===== src/rtl/pseq_pkg.sv =====
package pseq_pkg;
  typedef enum logic [1:0] {
    LVL_LOW  = 2'b00,
    LVL_OPEN = 2'b01,
    LVL_HIGH = 2'b10
  } lvl_e;
endpackage


===== src/rtl/pseq_lvl_decode.sv =====
module pseq_lvl_decode
  import pseq_pkg::*;
(
  input  logic       clk,
  input  logic       rst_n,
  input  logic [1:0] code,
  output logic       is_high,
  output logic       is_open,
  output logic       rise
);
  logic was_high;

  assign is_high = (code == LVL_HIGH);
  assign is_open = (code != LVL_HIGH) && (code != LVL_LOW);
  assign rise    = is_high && !was_high;

  always_ff @(posedge clk or negedge rst_n) begin
    if (!rst_n) was_high <= 1'b0;
    else        was_high <= is_high;
  end
endmodule


===== src/rtl/pseq_scan_ctr.sv =====
module pseq_scan_ctr #(
  parameter int DIGITS = 4,
  localparam int PW = $clog2(DIGITS)
) (
  input  logic          clk,
  input  logic          rst_n,
  input  logic          phase_rst,
  input  logic          sel_int,
  input  logic          int_tick,
  input  logic          ext_tick,
  input  logic          osc_run,
  output logic [PW-1:0] phase
);
  localparam logic [PW-1:0] TOP = PW'(DIGITS - 1);
  logic step;

  assign step = sel_int ? int_tick : (ext_tick && osc_run);

  always_ff @(posedge clk or negedge rst_n) begin
    if (!rst_n)               phase <= TOP;
    else if (phase_rst)       phase <= TOP;
    else if (step)            phase <= (phase == '0) ? TOP : phase - 1'b1;
  end

  AST_PHASE_TO_D4: assert property (@(posedge clk) disable iff (!rst_n)
    phase_rst |=> (phase == TOP));
  AST_SCAN_FROZEN: assert property (@(posedge clk) disable iff (!rst_n)
    (!sel_int && !osc_run && !phase_rst) |=> $stable(phase));
endmodule


===== src/rtl/pseq_load_fsm.sv =====
module pseq_load_fsm #(
  parameter int DIGITS = 4,
  localparam int PW = $clog2(DIGITS)
) (
  input  logic              clk,
  input  logic              rst_n,
  input  logic              lc_rise,
  input  logic              lr_rise,
  input  logic              lc_high,
  input  logic              lr_high,
  input  logic              int_tick,
  input  logic [PW-1:0]     phase,
  output logic              loading,
  output logic              ld_ctr,
  output logic              phase_rst,
  output logic [DIGITS-1:0] ctr_wr,
  output logic [DIGITS-1:0] reg_wr
);
  logic ld_reg, start, pass_end, again;

  assign start     = !loading && (lc_rise || lr_rise);
  assign pass_end  = loading && int_tick && (phase == '0);
  assign again     = pass_end && (lc_high || lr_high);
  assign phase_rst = start || again;

  always_ff @(posedge clk or negedge rst_n) begin
    if (!rst_n) begin
      loading <= 1'b0;
      ld_ctr  <= 1'b0;
      ld_reg  <= 1'b0;
    end else if (start || pass_end) begin
      loading <= start || again;
      ld_ctr  <= lc_high;
      ld_reg  <= lr_high;
    end
  end

  for (genvar i = 0; i < DIGITS; i++) begin : g_strobe
    assign ctr_wr[i] = loading && int_tick && ld_ctr && (phase == PW'(i));
    assign reg_wr[i] = loading && int_tick && ld_reg && (phase == PW'(i));
  end

  AST_ONE_DIGIT: assert property (@(posedge clk) disable iff (!rst_n)
    $onehot0(ctr_wr) && $onehot0(reg_wr));
  AST_STROBE_IN_LOAD: assert property (@(posedge clk) disable iff (!rst_n)
    (|{ctr_wr, reg_wr}) |-> (loading && int_tick));
  AST_START_LOADS: assert property (@(posedge clk) disable iff (!rst_n)
    start |=> loading);
endmodule


===== src/rtl/pseq_port_mux.sv =====
module pseq_port_mux #(
  parameter int DIGITS = 4,
  parameter int NIB    = 4,
  localparam int PW = $clog2(DIGITS)
) (
  input  logic                  drive,
  input  logic [PW-1:0]         phase,
  input  logic [DIGITS*NIB-1:0] digits,
  output logic [NIB-1:0]        nib_out
);
  assign nib_out = drive ? digits[phase*NIB +: NIB] : '0;
endmodule


===== src/rtl/bcd_preset_seq.sv =====
module bcd_preset_seq #(
  parameter int DIGITS = 4,
  parameter int NIB    = 4,
  localparam int PW = $clog2(DIGITS)
) (
  input  logic                  clk,
  input  logic                  rst_n,
  input  logic [1:0]            lc_lvl,
  input  logic [1:0]            lr_lvl,
  input  logic                  int_tick,
  input  logic                  ext_tick,
  input  logic [NIB-1:0]        bcd_in,
  input  logic [DIGITS*NIB-1:0] shown_digits,
  output logic                  port_drive,
  output logic [NIB-1:0]        bcd_out,
  output logic [NIB-1:0]        wr_data,
  output logic [DIGITS-1:0]     ctr_wr,
  output logic [DIGITS-1:0]     reg_wr,
  output logic                  count_inh,
  output logic                  scan_sel_int,
  output logic                  phase_rst,
  output logic [PW-1:0]         scan_phase,
  output logic                  disp_en,
  output logic                  osc_run
);
  logic lc_high, lc_open, lc_rise;
  logic lr_high, lr_open, lr_rise;
  logic loading, ld_ctr, lr_low;

  pseq_lvl_decode u_lc (.clk, .rst_n, .code(lc_lvl),
                        .is_high(lc_high), .is_open(lc_open), .rise(lc_rise));
  pseq_lvl_decode u_lr (.clk, .rst_n, .code(lr_lvl),
                        .is_high(lr_high), .is_open(lr_open), .rise(lr_rise));

  pseq_load_fsm #(.DIGITS(DIGITS)) u_fsm (
    .clk, .rst_n, .lc_rise, .lr_rise, .lc_high, .lr_high, .int_tick,
    .phase(scan_phase), .loading, .ld_ctr, .phase_rst, .ctr_wr, .reg_wr);

  assign lr_low       = !lr_high && !lr_open;
  assign osc_run      = loading || !lr_low;
  assign disp_en      = !lr_low;
  assign scan_sel_int = loading;
  assign count_inh    = loading && ld_ctr;
  assign port_drive   = !loading && lc_open && lr_open;
  assign wr_data      = bcd_in;

  pseq_scan_ctr #(.DIGITS(DIGITS)) u_scan (
    .clk, .rst_n, .phase_rst, .sel_int(loading), .int_tick, .ext_tick,
    .osc_run, .phase(scan_phase));

  pseq_port_mux #(.DIGITS(DIGITS), .NIB(NIB)) u_mux (
    .drive(port_drive), .phase(scan_phase), .digits(shown_digits),
    .nib_out(bcd_out));

  AST_QUIET_IN_LOAD: assert property (@(posedge clk) disable iff (!rst_n)
    scan_sel_int |-> !port_drive);
  AST_INH_NEEDS_LOAD: assert property (@(posedge clk) disable iff (!rst_n)
    count_inh |-> scan_sel_int);
  AST_REG_LOW_DARK: assert property (@(posedge clk) disable iff (!rst_n)
    (!scan_sel_int && !osc_run) |-> (!disp_en && !port_drive));
endmodule


===== config.mk =====
export PLATFORM = sky130hd
export DESIGN_NAME = bcd_preset_seq
export DESIGN_NICKNAME = d
export VERILOG_FILES = /design/src/rtl/pseq_pkg.sv /design/src/rtl/pseq_lvl_decode.sv /design/src/rtl/pseq_scan_ctr.sv /design/src/rtl/pseq_load_fsm.sv /design/src/rtl/pseq_port_mux.sv /design/src/rtl/bcd_preset_seq.sv
export SDC_FILE = /design/constraint.sdc
export NUM_CORES = 1
export LEC_CHECK = 0
export ABC_AREA = 1
export BUFFER_PORTS_ARGS = -buffer_cell sky130_fd_sc_hd__clkbuf_2
export CELL_PAD_IN_SITES_DETAIL_PLACEMENT = 1
export CELL_PAD_IN_SITES_GLOBAL_PLACEMENT = 1
export CORE_MARGIN = 3
export CORE_UTILIZATION = 24
export CTS_BUF_LIST = sky130_fd_sc_hd__clkbuf_16
export CTS_CLUSTER_DIAMETER = 200
export CTS_CLUSTER_SIZE = 40
export DETAILED_ROUTE_END_ITERATION = 16
export PLACE_DENSITY = 0.85
export SLEW_MARGIN = 10
export SYNTH_ARGS = -nofsm -noshare
export SYNTH_HDL_FRONTEND = slang
export SYNTH_SLANG_ARGS = --single-unit

===== constraint.sdc =====
create_clock -name clk -period 1.7 [get_ports clk]
set_input_delay 0.17 -clock clk [delete_from_list [all_inputs] [get_ports clk]]
set_output_delay 0.17 -clock clk [all_outputs]
set_load 0.005 [all_outputs]

-- Word-level counts from Yosys, hierarchy flattened
Cells that the tools add are included.
- reductions and logical operators: 38
- eq/ne operators: 7
- multiplexer cells: 5
- shift-type cells: 1
- add/subtract/negate cells: 1
- operator list (operator ; number):
    logical AND 1 bit ; 23
    indexed part select 16 x 5 -> 4 bit ; 1
    equality test 2 bit, second input constant ; 4
    zero test 1 bit ; 6
    two-way mux 2 bit ; 3
    nonzero test 2 bit ; 3
    logical OR 1 bit ; 5
    two-way mux 4 bit ; 1
    != test 2 bit, second input constant ; 2
    equality test 2 x 1 -> 1 bit, second input constant ; 1
    zero test 2 bit ; 1
    subtractor 2 x 1 -> 2 bit, second input constant ; 1
    two-way mux 1 bit ; 1
- flip-flop bits (word level): 7
- output and inout bits: 24

-- Longest topological paths before layout
Gate-level depths: netlist (run 1).
- word-level depth: 10
- gate-level depth with buffers: 10
- gate-level depth less buffers: 8

-- Hierarchy
A second synthesis (run 1) with hierarchy kept.
- cells, all modules: 126
- area, all modules: 729.4 µm²
- by module, submodules not included (module ; area an instance (µm²) ; times used ; cells an instance):
    pseq_load_fsm ; 220.2 ; 1 ; 35
    pseq_port_mux ; 207.7 ; 1 ; 48
    pseq_scan_ctr ; 141.4 ; 1 ; 19
    pseq_lvl_decode ; 48.8 ; 2 ; 6
    bcd_preset_seq ; 62.6 ; 1 ; 12

-- Least setup slack after synthesis (run 1)
Ideal clock, no wire load.
- kind: reg2reg
- from: reg u_scan.phase[0]
- to: reg u_fsm.loading
- cell stages (with the launch flop): 11
- clock period less this slack: 1.536 ns
- arrival: 1.419 ns
- setup slack: 0.164 ns
- path buffers: 2
- cells stage by stage: dfstp_2 > buf_6 > inv_2 > buf_6 > ha_1 > inv_1 > nor2_2 > o21ai_1 > nand2_2 > inv_2 > nand2_1
- cells in the longest elaborated chain, start to end: 4
- elaborated cells on any way between the ends: 5
- those cells by class: 5 x reduce/logical
- ends and longest elaborated chain (element ; RTL line ; source):
    start, declared ; pseq_scan_ctr.sv:12 ; output logic [PW-1:0] phase
    start signal, assigned ; pseq_scan_ctr.sv:22 ; else if (step) phase <= (phase == '0) ? TOP : phase - 1'b1;
    zero test 2 bit ; pseq_load_fsm.sv:22 ; assign pass_end = loading && int_tick && (phase == '0);
    logical AND 1 bit ; pseq_load_fsm.sv:22 ;
    logical AND 1 bit ; pseq_load_fsm.sv:23 ; assign again = pass_end && (lc_high || lr_high);
    logical OR 1 bit ; - ;
    named net phase_rst ; bcd_preset_seq.sv:21 ; output logic phase_rst,
    end signal, assigned ; pseq_load_fsm.sv:32 ; loading <= start || again;
    end, declared ; pseq_load_fsm.sv:13 ; output logic loading,
The timed path passes the listed nets, and every way through them passes these cells.
A chain may end at the register's enable or synchronous reset.

-- Final worst setup path (run 1)
- from: reg u_scan.phase[0]
- to: out phase_rst
- cells in the longest elaborated chain, start to end: 4
- ends and longest elaborated chain (element ; RTL line ; source):
    zero test 2 bit ; pseq_load_fsm.sv:22 ;
    logical AND 1 bit ; pseq_load_fsm.sv:22 ;
    logical AND 1 bit ; pseq_load_fsm.sv:23 ;
    logical OR 1 bit ; pseq_load_fsm.sv:24 ; assign phase_rst = start || again;
    end, declared ; bcd_preset_seq.sv:21 ;
No other way between the ends.

==> results.cfg, run 1 <==
[clocking]
clk_pin_slew_ns = 0.04
clk_latency_ns = 0.23
cts_buffers = 3
cts.sinks = 7
htree_levels = 1
cts-root-buf = clkbuf_16
cts_tree = yes
clock_path_buffers = 2

[route]
first_iter_violations = 12
wl_per_cell_um = 11.7
wl_mm = 2.14
vias = 825
drt-vias-per-instance = 4.51
ant_nets = 0
drt-pass1-iter-count = 2
drcViolationCount = 0

[timing]
hold_ws_ns = 0.153
fmax_mhz = 613
hold_violations = 0
slew_headroom_pct = 84.8
post-route-period-util_pct = 96.0
rsz0062_at_grt = true
setup_viol = 0
period_needed_ns = 1.63
final_max_slew_viol_count = 0
worst_slew_pin_slew_ns = 0.227
fin_worst_skew_ns = 0.00208

[logic_synthesis]
syn_area_um2 = 666
synth_top_area_share_pct = 18.8
ys.warnings.count = 0
synth.area.mux_share_pct = 0
avgSynthCellArea_um2 = 6.22
synth_cells = 107
synth-simple-area-share_pct = 38.0
synth_area_leaders = dfrtp_1 (19%), nor2_1 (15%), nand2_1 (10%), dfstp_2 (7.9%), ha_1 (7.5%)
synth-compound-area-share_pct = 9.77
ys_ff_latch = 7
synth_top_family_by_area = simple AND/OR/NAND/NOR gates
synth_cell_type_count = 16
synth_nets = 139
synth_fa_ha_area_share_pct = 7.52
synth_top_area_cell = dfrtp_1
synth.yosys.seq_area_share_pct = 26.7
synth-xor-area-share_pct = 0

[placed_design]
dp_hpwl_mm = 1.74
port_buffers = 43
place.gp.congestion = 0.775

[finish]
final_common_cell = clkbuf_2
diodes = 0
regMostFlops = u_scan.phase
layout_common_cells = clkbuf_2 (41), nor2_1 (24), nand2_1 (18)
multiInputGateArea_um2 = 375
nFillCells = 351
nets = 186
area_growth_pct = 49.6
drive_gt1_share_pct = 44.4
seq_area_um2 = 178
largest_reg_flops = 2

[grt]
grt_max_degree = 13
grt_overflow = 0
grt_antenna_before_repair = 0
grt_pass1_wl_mm = 3.39
grt_pass1_vias = 835
grt_usage_pct = 12.6

[run_status]
outcome = complete, no violations

[worst_setup_path]
path_common_cell = inv_2
cp_slowest_stage_delay_ns = 0.53
worstPathArrival_ns = 1.46
crit_fanout = 12
critPathKind = flop to primary output
critPathSlowestCell = dfstp_2
critPathRequiredTime_ns = 1.53
path_cells = inv_2 -> ha_2 -> inv_2 -> nor2_2 -> o21ai_1 -> nand2_2 -> clkbuf_2
worstSetupEndpointType = primary output
startpoint_type = flop

[pwr]
seqPwrFrac_pct = 20.8
p_switching_w = 0.000550
irDropWorstVdd_uv = 650
power.total_w = 0.00139
p_sw_share_pct = 39.7
p_comb_share_pct = 50.5
p_leak_nw = 0.594
clockPowerShare_pct = 28.7
internal-power_w = 0.000837
power_density_nw_per_um2 = 1390

[floorplanning]
row_count = 18
die_h_um = 58.7
die-area_um2 = 3440
core-area_um2 = 2570
io_pins = 52
start_util_pct = 25.9
fp.dieW_um = 58.7

[run]
cap_violations = 0

[min_path]
worstHoldPathType = primary input to flop
## worst paths after layout
kind	end	cells after the start	slack (ns)	from
max in group asynchronous	u_scan.phase[1]	2	1.14	rst_n
hold reg to reg	u_fsm.ld_reg	2	0.55	u_fsm.ld_reg
hold / removal	u_lc.was_high	2	0.15	lc_lvl[0]
setup reg to reg	u_fsm.ld_reg	8	0.32	u_scan.phase[0]
min in group asynchronous	u_lc.was_high	2	0.32	rst_n
setup / recovery	phase_rst	7	0.07	u_scan.phase[0]
## stage by stage
stage	worst slack (ns)	TNS, ns	cells	utilization, %	area (µm²)
6_report	0.0687	0	183	38.8	996
5_1_grt	-0.0237	-0.0289	183	38.8	996
4_1_cts	0.00840	0	181	37.8	970
2_1_floorplan	0.164	0	107	-	666
3_3_place_gp	0.237	0	175	34.0	873
3_5_place_dp	0.192	0	175	34.0	873
## cells in the mapped netlist (all sizes together)
master	n
nor2	28
nand2	22
inv	18
nand3	9
o21ai	9
buf	6
dfrtp	5
a21oi	4
ha	4
dfstp	2
## area by class of cell
type / count / area share, %
Clock inverter: 1 / 0.377
Clock buffer: 3 / 7.54
Sequential cell: 7 / 17.8
Tap cell: 30 / 3.77
Multi-Input combinational cell: 76 / 37.7
Inverter: 18 / 6.78
Timing Repair Buffer: 48 / 26.0
## per-layer routing
metal / wire length (µm) / GRT usage [%] / vias up / part of all wire (%)
li1: - / - / 416 / -
met1: 777 / 13.3 / 389 / 36
met2: 1240 / 25.7 / 18 / 58
met3: 99 / 0.658 / 2 / 4.6
met4: 21 / 4.85 / 0 / 0.98
met5: 0 / 0 / - / 0
## cell families after synthesis
logic type	after synthesis
and+or+nand+nor	59
buffers and inverters	24
DFF	7
AOI/OAI and AO/OA	13
adders and majority gates	4
## critical path, delay by kind of cell (launching register included)
kind / cells / cell delay [ns]
AOI/OAI and AO/OA: 1 / 0.09
adders and majority gates: 1 / 0.21
buffers and inverters: 3 / 0.28
DFF: 1 / 0.53
and+or+nand+nor: 2 / 0.13
## power by group through the flow
| stage | Combinational, W | Sequential (W) | Clock (W) |
|---|---|---|---|
| detailed placement | 0.000618 | 0.000306 | 0 |
| global route | 0.000801 | 0.000297 | 0.000413 |
| global placement | 0.000593 | 0.000300 | 0 |
| CTS | 0.000661 | 0.000287 | 0.000402 |
| floorplan | 0.000439 | 0.000300 | 0 |
| finish | 0.000700 | 0.000289 | 0.000399 |
## timing repair
action / 4_1_cts / 5_1_grt
gates resized for setup: 0 / 8
endpoints found under the setup margin: 1 / 4
gates cloned: 0 / 0
endpoints found under the hold margin: 7 / 0
setup buffers: 1 / 2
hold buffers: 1 / 0
pin swaps: 0 / 3
No activity file was read; power rests on OpenSTA's default activity.
==> run 2, diff against run 1 <==
- CELL_PAD_IN_SITES_DETAIL_PLACEMENT: 1 -> unset
- CELL_PAD_IN_SITES_GLOBAL_PLACEMENT: 1 -> unset
- CORE_UTILIZATION: 24 -> 35
- PLACE_DENSITY: 0.85 -> 0.79
- SLEW_MARGIN: 10 -> unset
==> results.cfg, run 2 (synthesized netlist as in run 1, its figures left out) <==
[run_status]
outcome = complete, no violations

[grt]
grt_overflow = 0
grt_antenna_before_repair = 0
grt_max_degree = 13
grt_pass1_vias = 704
grt_usage_pct = 14.5
grt_pass1_wl_mm = 2.86

[floorplanning]
io_pins = 52
row_count = 15
start_util_pct = 37.7
fp.dieW_um = 49.6
die-area_um2 = 2460
die_h_um = 49.6
core-area_um2 = 1760

[clocking]
cts.sinks = 7
clk_latency_ns = 0.23
clk_pin_slew_ns = 0.04
cts_buffers = 3
htree_levels = 1
clock_path_buffers = 2
cts-root-buf = clkbuf_16
cts_tree = yes

[finish]
drive_gt1_share_pct = 42.4
layout_common_cells = clkbuf_2 (43), nor2_1 (26), nand2_1 (18)
nets = 184
regMostFlops = u_scan.phase
nFillCells = 186
diodes = 0
largest_reg_flops = 2
final_common_cell = clkbuf_2
area_growth_pct = 45.1
final_area_um2 = 966
fin_cells = 176

[route]
drt-pass1-iter-count = 4
first_iter_violations = 22
wl_mm = 1.73
vias = 784
wl_per_cell_um = 9.84
ant_nets = 0
drcViolationCount = 0
drt-vias-per-instance = 4.45

[placed_design]
dp_hpwl_mm = 1.44
port_buffers = 43
dp.cells = 170
place_area_um2 = 867
place.gp.congestion = 0.746

[run]
cap_violations = 0

[pwr]
power.total_w = 0.00131
irDropWorstVdd_uv = 851
power_density_nw_per_um2 = 1350
p_leak_nw = 0.581

[min_path]
worstHoldPathType = primary input to flop

[worst_setup_path]
r2r_slack_ns = 0.36
path_cells = inv_2 -> ha_2 -> inv_2 -> nor2_2 -> o21ai_1 -> nand2_2 -> clkbuf_2
crit_fanout = 12
critPathKind = flop to primary output
cp_slowest_stage_delay_ns = 0.52
crit_family = flip-flops
critPathBufInv = 3
critPathSlowestCell = dfstp_2
critPathRequiredTime_ns = 1.53
worstPathArrival_ns = 1.46
startpoint_type = flop
worstSetupEndpointType = primary output
path_common_cell = inv_2

[timing]
post-route-period-util_pct = 95.9
hold_ws_ns = 0.152
period_needed_ns = 1.63
slew_headroom_pct = 85.3
fmax_mhz = 613
setup_viol = 0
worst_slew_pin_slew_ns = 0.221
fin_worst_skew_ns = 0.00128
final_max_slew_viol_count = 0
rsz0062_at_grt = true
hold_violations = 0
[run 2: cell types whose count changed in the layout (fill, tap and decap cells not counted), sizes merged]
| cell | previous run | this run |
|---|---|---|
| clkbuf | 44 | 46 |
| buf | 6 | 2 |
[run 2: cell type report]
cell class                      count  area, µm²  area share, %
Clock buffer                        3       75.1           7.77
Timing Repair Buffer               46        240           24.9
Clock inverter                      1       3.75          0.389
Multi-Input combinational cell     76        370           38.3
Inverter                           18       67.6           6.99
Tap cell                           25       31.3           3.24
Sequential cell                     7        178           18.4
[run 2: where the power goes]
group | leakage (nW) | switching [W] | internal (W)
Combinational | 0.456 | 0.000372 | 0.000252
Sequential | 0.0833 | 0.0000424 | 0.000240
Clock | 0.0423 | 0.0000941 | 0.000306
Total | 0.581 | 0.000508 | 0.000798
[run 2: per-stage QoR]
stage,setup WS [ns],setup TNS (ns),util [%]
final,0.0693,0,54.8
after global routing,-0.0218,-0.0376,54.8
after CTS,0.0214,0,54.6
after detailed placement,0.188,0,49.1
after global placement,0.243,0,49.1
after floorplan,0.164,0,-
[run 2: worst register-to-register path: stages (launching register included)]
cell	delay, ns
dfstp_2	0.52
inv_2	0.08
ha_2	0.21
inv_2	0.07
nor2_2	0.05
o21ai_1	0.10
nand2_2	0.08
inv_2	0.07
nand2_1	0.05
[run 2: repair_timing]
| item | CTS | global route |
|---|---|---|
| endpoints found under the setup margin | 1 | 3 |
| hold buffers | 1 | 0 |
| gates resized for setup | 1 | 1 |
| endpoints found under the hold margin | 7 | 0 |
| setup buffers | 1 | 0 |
[run 2: layer usage]
metal | routed length [µm] | global-route usage (%) | share of wire (%)
met4 | 29 | 6.91 | 1.7
met1 | 745 | 16.4 | 43
met3 | 135 | 2.11 | 7.8
met2 | 822 | 26.2 | 47
met5 | 0 | 0 | 0
[run 2: path summary, 6_finish.rpt]
kind | to | cells past startpoint | startpoint
max in group asynchronous | u_scan.phase[1] | 2 | rst_n
min in group asynchronous | u_lc.was_high | 2 | rst_n
min | u_lr.was_high | 2 | lr_lvl[0]
min reg2reg | u_fsm.ld_reg | 2 | u_fsm.ld_reg
max reg2reg | u_fsm.loading | 8 | u_scan.phase[0]
max | phase_rst | 7 | u_scan.phase[0]
==> run 3, diff against run 2 <==
- GPL_TIMING_DRIVEN: unset -> 0
==> results.cfg, run 3 (synthesized netlist as in run 1, its figures left out) <==
[run_status]
outcome = complete, no violations

[clocking]
clock_path_buffers = 2
cts.sinks = 7
cts_buffers = 3
clk_pin_slew_ns = 0.04
htree_levels = 1
cts-root-buf = clkbuf_16
clk_latency_ns = 0.23
cts_tree = yes

[timing]
fmax_mhz = 606
final_max_slew_viol_count = 0
setup_viol = 0
fin_worst_skew_ns = 0.00230
slew_headroom_pct = 83.8
hold_ws_ns = 0.170
post-route-period-util_pct = 97.1
hold_violations = 0
fin_setup_tns_ns = 0
worst_slew_pin_slew_ns = 0.242
period_needed_ns = 1.65

[pwr]
p_leak_nw = 0.661
irDropWorstVdd_uv = 772
p_sw_share_pct = 38.2
power_density_nw_per_um2 = 1350
internal-power_w = 0.000917
seqPwrFrac_pct = 19.9
p_switching_w = 0.000568
clockPowerShare_pct = 27.0
p_comb_share_pct = 53.1

[floorplanning]
start_util_pct = 37.7
die-area_um2 = 2460
fp.dieW_um = 49.6
io_pins = 52
row_count = 15
die_h_um = 49.6
core-area_um2 = 1760

[finish]
diodes = 0
utilization_pct = 62.3
final_common_cell = clkbuf_2
fin_cells = 192
area_growth_pct = 65.2
drive_gt1_share_pct = 49.1
layout_common_cells = clkbuf_2 (46), nor2_1 (25), nand2_1 (18)
regMostFlops = u_scan.phase
final_area_um2 = 1100
nets = 200
largest_reg_flops = 2
nFillCells = 176

[route]
vias = 877
ant_nets = 0
drt-pass1-iter-count = 4
drt-vias-per-instance = 4.57
first_iter_violations = 19
wl_per_cell_um = 10.4
drcViolationCount = 0
wl_mm = 2.00

[placed_design]
dp.cells = 179
place.gp.congestion = 0.776
place_area_um2 = 932
port_buffers = 47
dp_hpwl_mm = 1.48

[worst_setup_path]
startpoint_type = flop
worstSetupEndpointType = primary output
worstPathArrival_ns = 1.48
crit_fanout = 6
critPathKind = flop to primary output
critPathRequiredTime_ns = 1.53
r2r_slack_ns = 0.11

[grt]
grt_pass1_wl_mm = 3.12
grt_antenna_before_repair = 0
grt_pass1_vias = 766
grt_usage_pct = 16.0
grt_max_degree = 9
grt_overflow = 0

[run]
cap_violations = 0

[min_path]
worstHoldPathType = primary input to flop
[run 3: path summary, 6_finish.rpt]
path,start,to,cells after the start
worst max-delay path,u_scan.phase[0],bcd_out[0],6
worst min-delay path,lr_lvl[0],u_lr.was_high,2
worst max register to register,u_scan.phase[0],u_fsm.loading,11
worst min register to register,u_fsm.ld_reg,u_fsm.ld_reg,2
max in group asynchronous,rst_n,u_scan.phase[1],2
min in group asynchronous,rst_n,u_fsm.loading,2
[run 3: cell type report]
class | count | area, µm² | area share [%]
plain buffers | 5 | 41.3 | 3.75
clock buffers | 3 | 75.1 | 6.83
clock inverters | 1 | 3.75 | 0.341
inverters | 18 | 67.6 | 6.14
multi-input cells | 76 | 387 | 35.2
flip-flops and latches | 7 | 178 | 16.2
well taps | 25 | 31.3 | 2.84
repair buffers | 57 | 317 | 28.8
[run 3: power by group through the flow]
| stage | combinational, W | clock, W | sequential, W |
|---|---|---|---|
| CTS | 0.000760 | 0.000402 | 0.000305 |
| global route | 0.000902 | 0.000408 | 0.000303 |
| floorplan | 0.000439 | 0 | 0.000300 |
| detailed placement | 0.000638 | 0 | 0.000314 |
| finish | 0.000789 | 0.000401 | 0.000295 |
| global placement | 0.000613 | 0 | 0.000310 |
[run 3: critical path: stages, from the launching register on]
cell and delay, ns:
dfstp_2 0.55, inv_2 0.04, buf_6 0.12, buf_4 0.14, o21ai_0 0.17, a21oi_1 0.10, clkbuf_2 0.12
[run 3: what timing repair did]
action	CTS	global route
buffers inserted	7	2
gates resized for setup	3	5
endpoints found under the setup margin	3	7
pin swaps	1	2
hold buffers	1	0
endpoints found under the hold margin	7	0
[run 3: per-stage QoR]
| stage | power (W) | worst slack, ns |
|---|---|---|
| floorplan | 0.000739 | 0.164 |
| global placement | 0.000923 | 0.0384 |
| detailed placement | 0.000952 | 0.0225 |
| CTS | 0.00147 | 0.00901 |
| global route | 0.00161 | -0.0204 |
| finish | 0.00148 | 0.0497 |
[run 3: layer usage]
layer	track usage (%)	up-vias	share of wire (%)	routed length (µm)
met5	0	-	0	0
met2	29.1	45	51	1020
met3	2.72	4	9.7	193
li1	-	442	-	-
met1	17.5	386	37	747
met4	8.29	0	1.7	34
